`src/rtl/tmr_chan_pkg.sv`:
```
package tmr_chan_pkg;

    typedef enum logic [1:0] {
        CH_OFF,
        CH_CAPTURE,
        CH_COMPARE,
        CH_PWM
    } ch_mode_e;

    typedef struct packed {
        logic       irq_en;
        logic [1:0] mode_sel;
        logic [1:0] edge_sel;
    } ch_ctrl_t;

    localparam int FLAG_BIT = 7;

    // edge_sel 00 parks the pin regardless of mode bits
    function automatic ch_mode_e decode_mode(ch_ctrl_t c);
        if (c.edge_sel == 2'b00) return CH_OFF;
        if (c.mode_sel[1])       return CH_PWM;
        if (c.mode_sel[0])       return CH_COMPARE;
        return CH_CAPTURE;
    endfunction

    function automatic ch_ctrl_t unpack_ctrl(logic [7:0] b);
        ch_ctrl_t c;
        c.irq_en   = b[6];
        c.mode_sel = b[5:4];
        c.edge_sel = b[3:2];
        return c;
    endfunction

    function automatic logic [7:0] pack_status(logic flag, ch_ctrl_t c);
        return {flag, c.irq_en, c.mode_sel, c.edge_sel, 2'b00};
    endfunction

    // PWM active level: high-true only for edge_sel 10
    function automatic logic pwm_active_level(logic [1:0] es);
        return (es == 2'b10);
    endfunction

endpackage

```
`src/rtl/tmr_chan_edge.sv`:
```
module tmr_chan_edge #(
    parameter int SYNC_STAGES = 2
) (
    input  logic       clk,
    input  logic       rst,
    input  logic       pin_in,
    input  logic       enable,
    input  logic [1:0] edge_sel,
    output logic       hit
);
    logic [SYNC_STAGES-1:0] sync_q;
    logic                   prev_q;
    logic                   synced;
    logic                   rise;
    logic                   fall;

    assign synced = sync_q[SYNC_STAGES-1];

    always_ff @(posedge clk) begin
        if (rst) begin
            sync_q <= '0;
            prev_q <= 1'b0;
        end else begin
            sync_q <= {sync_q[SYNC_STAGES-2:0], pin_in};
            prev_q <= synced;
        end
    end

    assign rise = synced & ~prev_q;
    assign fall = ~synced & prev_q;
    assign hit  = enable & ((edge_sel[0] & rise) | (edge_sel[1] & fall));

    // a single transition produces a one-cycle hit
    p_hit_single_r3: assert property (@(posedge clk) disable iff (rst)
        hit |=> !hit);

endmodule

```
`src/rtl/tmr_chan_flag.sv`:
```
module tmr_chan_flag (
    input  logic clk,
    input  logic rst,
    input  logic evt,
    input  logic st_rd,
    input  logic st_wr,
    input  logic wr_flag_bit,
    output logic flag
);
    logic armed_q;

    always_ff @(posedge clk) begin
        if (rst) begin
            flag    <= 1'b0;
            armed_q <= 1'b0;
        end else begin
            if (evt)
                flag <= 1'b1;
            else if (st_wr && armed_q && !wr_flag_bit)
                flag <= 1'b0;

            if (evt || st_wr)
                armed_q <= 1'b0;
            else if (st_rd)
                armed_q <= flag;
        end
    end

    p_event_sets_flag_r9: assert property (@(posedge clk) disable iff (rst)
        evt |=> flag);

    p_clear_by_zero_write_r8: assert property (@(posedge clk) disable iff (rst)
        $fell(flag) |-> $past(st_wr && !wr_flag_bit));

    p_clear_needs_arm_r10: assert property (@(posedge clk) disable iff (rst)
        $fell(flag) |-> $past(armed_q));

endmodule

```
`src/rtl/tmr_chan_out.sv`:
```
module tmr_chan_out
    import tmr_chan_pkg::*;
(
    input  logic       clk,
    input  logic       rst,
    input  ch_mode_e   mode,
    input  logic [1:0] edge_sel,
    input  logic       match,
    input  logic       ovf,
    input  logic       duty0,
    input  logic       duty100,
    output logic       pin_q
);
    logic active;

    assign active = pwm_active_level(edge_sel);

    always_ff @(posedge clk) begin
        if (rst) begin
            pin_q <= 1'b0;
        end else begin
            unique case (mode)
                CH_COMPARE: begin
                    if (match) begin
                        unique case (edge_sel)
                            2'b01:   pin_q <= ~pin_q;
                            2'b10:   pin_q <= 1'b0;
                            2'b11:   pin_q <= 1'b1;
                            default: pin_q <= pin_q;
                        endcase
                    end
                end
                CH_PWM: begin
                    if (duty0)        pin_q <= ~active;
                    else if (duty100) pin_q <= active;
                    else if (ovf)     pin_q <= active;
                    else if (match)   pin_q <= ~active;
                end
                default: pin_q <= pin_q;
            endcase
        end
    end

    p_cmp_hold_r4: assert property (@(posedge clk) disable iff (rst)
        (mode == CH_COMPARE && !match) |=> $stable(pin_q));

    p_pwm_ovf_active_r5: assert property (@(posedge clk) disable iff (rst)
        (mode == CH_PWM && ovf && !duty0) |=> (pin_q == $past(active)));

    p_pwm_duty0_r6: assert property (@(posedge clk) disable iff (rst)
        (mode == CH_PWM && duty0) |=> (pin_q == !$past(active)));

endmodule

```
`src/rtl/tmr_chan.sv`:
```
module tmr_chan
    import tmr_chan_pkg::*;
#(
    parameter int CNT_W       = 16,
    parameter int SYNC_STAGES = 2
) (
    input  logic             clk,
    input  logic             rst,
    input  logic [CNT_W-1:0] cnt_val,
    input  logic             cnt_ovf,
    input  logic [CNT_W-1:0] cnt_mod,
    input  logic             pin_in,
    input  logic             csr_rd,
    input  logic             csr_wr,
    input  logic [7:0]       csr_wdata,
    output logic [7:0]       csr_rdata,
    input  logic             val_wr,
    input  logic [CNT_W-1:0] val_wdata,
    output logic [CNT_W-1:0] val_rdata,
    output logic             pin_out,
    output logic             pin_oe,
    output logic             irq
);
    ch_ctrl_t         ctrl_q;
    ch_mode_e         mode;
    logic [CNT_W-1:0] val_q;
    logic             cap_hit;
    logic             match;
    logic             duty0;
    logic             duty100;
    logic             evt;
    logic             flag;
    logic             pin_q;

    assign mode = decode_mode(ctrl_q);

    always_ff @(posedge clk) begin
        if (rst)         ctrl_q <= '0;
        else if (csr_wr) ctrl_q <= unpack_ctrl(csr_wdata);
    end

    // capture has priority over a software write in the same cycle
    always_ff @(posedge clk) begin
        if (rst)          val_q <= '0;
        else if (cap_hit) val_q <= cnt_val;
        else if (val_wr)  val_q <= val_wdata;
    end

    tmr_chan_edge #(.SYNC_STAGES(SYNC_STAGES)) u_edge (
        .clk      (clk),
        .rst      (rst),
        .pin_in   (pin_in),
        .enable   (mode == CH_CAPTURE),
        .edge_sel (ctrl_q.edge_sel),
        .hit      (cap_hit)
    );

    assign match   = (cnt_val == val_q);
    assign duty0   = (val_q == '0);
    assign duty100 = (val_q > cnt_mod);

    assign evt = cap_hit
               | ((mode == CH_COMPARE) & match)
               | ((mode == CH_PWM) & match & ~duty0 & ~duty100);

    tmr_chan_flag u_flag (
        .clk         (clk),
        .rst         (rst),
        .evt         (evt),
        .st_rd       (csr_rd),
        .st_wr       (csr_wr),
        .wr_flag_bit (csr_wdata[FLAG_BIT]),
        .flag        (flag)
    );

    tmr_chan_out u_out (
        .clk      (clk),
        .rst      (rst),
        .mode     (mode),
        .edge_sel (ctrl_q.edge_sel),
        .match    (match),
        .ovf      (cnt_ovf),
        .duty0    (duty0),
        .duty100  (duty100),
        .pin_q    (pin_q)
    );

    assign csr_rdata = pack_status(flag, ctrl_q);
    assign val_rdata = val_q;
    assign pin_out   = pin_q;
    assign pin_oe    = (mode == CH_COMPARE) || (mode == CH_PWM);
    assign irq       = flag & ctrl_q.irq_en;

    p_capture_latch_r3: assert property (@(posedge clk) disable iff (rst)
        cap_hit |=> (val_q == $past(cnt_val)));

    p_off_no_flag_r2: assert property (@(posedge clk) disable iff (rst)
        (mode == CH_OFF && !flag) |=> !flag);

    p_pwm_extreme_noflag_r6: assert property (@(posedge clk) disable iff (rst)
        (mode == CH_PWM && (duty0 || duty100) && !flag) |=> !flag);

    p_irq_needs_flag_r7: assert property (@(posedge clk) disable iff (rst)
        irq |-> (csr_rdata[FLAG_BIT] && csr_rdata[6]));

endmodule

```
`config.mk`:
```
export PLATFORM = sky130hd
export DESIGN_NAME = tmr_chan
export DESIGN_NICKNAME = d
export VERILOG_FILES = /design/src/rtl/tmr_chan_pkg.sv /design/src/rtl/tmr_chan_edge.sv /design/src/rtl/tmr_chan_flag.sv /design/src/rtl/tmr_chan_out.sv /design/src/rtl/tmr_chan.sv
export SDC_FILE = /design/constraint.sdc
export NUM_CORES = 1
export LEC_CHECK = 0
export BUFFER_PORTS_ARGS = -buffer_cell sky130_fd_sc_hd__buf_2
export CAP_MARGIN = 5
export CORE_MARGIN = 2
export CORE_UTILIZATION = 47
export DETAILED_ROUTE_END_ITERATION = 12
export HOLD_SLACK_MARGIN = 0.05
export PLACE_DENSITY = 0.77
export SETUP_SLACK_MARGIN = 0.02
export SYNTH_ARGS = -nofsm -noshare
export SYNTH_HDL_FRONTEND = slang
export SYNTH_SLANG_ARGS = --single-unit
```
`constraint.sdc`:
```
create_clock -name clk -period 2.6 [get_ports clk]
set_input_delay 0.13 -clock clk [delete_from_list [all_inputs] [get_ports clk]]
set_output_delay 0.13 -clock clk [all_outputs]
set_load 0.01 [all_outputs]
```
==> key figures <==
Timing
  – Final Hold Viols: 0
  – Final Worst Setup Slack: 0.291 ns
  – Slew Viols, Final: 0
  – Setup TNS Final: 0 ns
  – Slew margin rel.: 61.1%
  – Actual slew at the worst max-slew pin: 0.583 ns
  – Max Clock Skew: 0.00346 ns
  – Period utilization: 88.8%
  – RSZ-0062 raised after global routing: no
  – Final min period: 2.31 ns
  – Setup violations, final: 0
  – FMAX: 0.433 GHz

Final layout
  – Layout cells sized above 1: 33.4%
  – Antenna diodes: 0
  – Layout Nets: 379
  – Filler cells: 371
  – Area grow syn2layout: 26.5%

Global route
  – Total gr overflow: 0
  – Initial antenna violation count: 0
  – All-Layer GR Usage: 21.6%
  – First-pass GRT wire length: 7.58 mm
  – Vias in the first global route: 1,666
  – Largest net degree at the start of global routing: 30

Yosys
  – Seq/Total Area, Yosys: 28.5%
  – Yosys cell types: 34
  – Post-Syn Instances: 218
  – Leading area contributor after synthesis: dfxtp_1
  – Post-Syn Area: 1900 um2
  – Top cell type's share of synthesized area: 28.5%
  – Avg Cell Area, Syn: 8.70 um2
  – Top cells by area, synth: dfxtp_1, mux2i_1, ha_1
  – Synth warn: 0
  – FF+latch count, synth: 27

Routing
  – Per-cell routed wire length: 13.8 um
  – Drt first-iter violations: 48
  – Met2 wire len: 2.39 mm
  – WL met3: 262 um
  – TritonRoute pass-1 iters: 4
  – DRC Markers: 0
  – DR vias: 1,804
  – Max layer used: met4
  – DR vias/cell: 5.17
  – Met1 wire length: 2.12 mm
  – Routed Antenna Nets: 0
  – WL final: 4.80 mm

Clock network
  – Clock Tree Root: clkbuf_8
  – Reg clk slew, reported paths: 0.09 ns
  – # clock sinks: 27
  – CTS tree: built
  – Num CTS Buffers: 3
  – Maximum clock insertion buffer count: 2
  – Hold_buf cts: 0
  – Worst-Skew Late Latency: 0.27 ns
  – Post-CTS Setup Repair Bufs: 0
  – Quantity of gates resized following cts: 0
  – H-Tree Depth: 1

Critical path
  – CP Launch Type: register
  – Data arrival time of the worst path: 2.46 ns
  – Slowest CP cell: or4_4
  – Req. time, crit path: 2.75 ns
  – Top delay family on crit path: simple AND/OR/NAND/NOR gates
  – Crit-path max cell delay: 0.61 ns
  – Crit-path cells: ha_1 > nand4_2 > or4_4 > nor3b_2 > o21bai_1 > o211ai_1 > mux2i_1 > o41ai_2
  – CP Class: register to register
  – Crit. End Element: register
  – Worst path buffer plus inverter count: 0
  – Worst-path fanout max: 5

Die
  – Io pins: 90
  – FP Rows: 23
  – Total core area: 3940 um2
  – Chip width: 67.5 um
  – Die area: 4560 um2
  – Initial Util: 48.1%
  – Die height: 67.5 um

Hold path
  – Hold Path Class: primary input to register

Placement
  – Hpwl dp: 3.84 mm
  – Placer Congestion: 0.833
  – Pre-CTS setup slack: 0.313 ns
  – Port bufs: 85

Power and ir drop
  – Leak: 1.21 nW
  – Power density cells: 406 nW/um2
  – Maximum VDD drop: 211 uV

Run status
  – Status: finished clean

Run
  – Max Cap Viol: 0
## synth_stat cells
library cell / number
clkbuf_1: 8
nand4_1: 8
nor3_1: 1
o211ai_1: 2
or3_1: 2
o41ai_2: 1
or4_4: 1
nand3b_1: 2
a31oi_1: 1
ha_1: 16
a2111oi_0: 1
nor2b_1: 7
xnor2_1: 16
dfxtp_1: 27
nor4b_4: 1
inv_1: 18
a2111oi_2: 2
nor4_2: 1
mux2i_1: 24
conb_1: 1
nand2_1: 6
nor4_1: 4
o21ai_0: 5
buf_2: 1
o21ai_1: 2
nor2_1: 27
nand4_2: 1
and2b_1: 1
o21bai_1: 1
a211oi_1: 16
nor3b_2: 1
a21oi_1: 8
and2_1: 2
buf_4: 3
## path summary, 6_finish.rpt
check | from | end | slack [ns] | depth (start not counted)
setup reg to reg | val_rdata[13] | u_out.pin_q | 0.29 | 8
setup / recovery | val_rdata[13] | u_out.pin_q | 0.29 | 8
hold reg to reg | u_edge.sync_q[0] | u_edge.sync_q[1] | 0.45 | 1
hold / removal | pin_in | u_edge.sync_q[0] | 0.06 | 2
## metrics by stage
stage	hold WS, ns	power, W	util [%]	cell area (um2)	cells
2_1_floorplan	0.258	0.000633	-	1900	219
3_3_place_gp	0.337	0.000735	59.7	2350	345
3_5_place_dp	0.347	0.000742	59.7	2350	345
4_1_cts	0.0564	0.000982	60.9	2400	349
5_1_grt	0.0659	0.00103	60.9	2400	349
6_report	0.0611	0.000975	60.9	2400	349
## power by group
| part | switching (W) | internal [W] | total (W) |
|---|---|---|---|
| logic | 0.000133 | 0.000131 | 0.000264 |
| registers | 0.0000310 | 0.000438 | 0.000469 |
| clock network | 0.000135 | 0.000107 | 0.000243 |
## placed cells by master (no fill, tap or decap)
| cell | Yosys | final |
|---|---|---|
| buf_2 | 1 | 85 |
| nor2_1 | 27 | 27 |
| dfxtp_1 | 27 | 27 |
| mux2i_1 | 24 | 24 |
| inv_1 | 18 | 18 |
| xnor2_1 | 16 | 16 |
| a211oi_1 | 16 | 16 |
| ha_1 | 16 | 16 |
| a21oi_1 | 8 | 8 |
| nand4_1 | 8 | 8 |
| nor2b_1 | 7 | 7 |
| nand2_1 | 6 | 6 |
| o21ai_0 | 5 | 5 |
| nor4_1 | 4 | 4 |
| clkbuf_8 | 0 | 3 |
| buf_4 | 3 | 3 |
| and2_1 | 2 | 2 |
| o211ai_1 | 2 | 2 |
| or3_1 | 2 | 2 |
| o21ai_1 | 2 | 2 |
| a2111oi_2 | 2 | 2 |
| nand3b_1 | 2 | 2 |
| conb_1 | 1 | 2 |
| nand4_2 | 1 | 1 |
| nor3_1 | 1 | 1 |
| nor4_2 | 1 | 1 |
| or4_4 | 1 | 1 |
| nor3b_2 | 1 | 1 |
| o21bai_1 | 1 | 1 |
| and2b_1 | 1 | 1 |
| a31oi_1 | 1 | 1 |
| a2111oi_0 | 1 | 1 |
| o41ai_2 | 1 | 1 |
| nor4b_4 | 1 | 1 |
| clkinv_2 | 0 | 1 |
## state kept, by name, indices dropped and copies added, names as in the netlist
register and count:
u_out.pin_q 1, val_rdata 16, u_flag.armed_q 1, u_edge.sync_q 2, csr_rdata 5, u_flag.flag 1
u_edge.prev_q 1
## logic make-up after synthesis
logic type / after synthesis / share of synthesized area, %
AOI/OAI and AO/OA: 39 / 14.7
xor gates and xnor gates: 16 / 7.39
adders and majority gates: 16 / 10.6
buffers and inverters: 30 / 6.60
DFF: 27 / 28.5
muxes: 24 / 12.7
other: 1 / 0.198
and+or+nand+nor: 65 / 19.4
## metal layers
layer	up-vias	GRT usage, %
li1	932	-
met1	815	29.0
met2	55	36.8
met3	2	2.17
met4	0	5.87
met5	-	0
## cell type report
cell class	instances	area (um2)	share of cell area, %
clock inverters	1	5.00	0.209
flip-flops and latches	27	541	22.5
inverters	18	67.6	2.82
repair buffers	88	448	18.7
clock buffers	3	41.3	1.72
multi-input cells	162	1230	51.5
well taps	50	62.6	2.61
(Power assumes the default switching activity.)
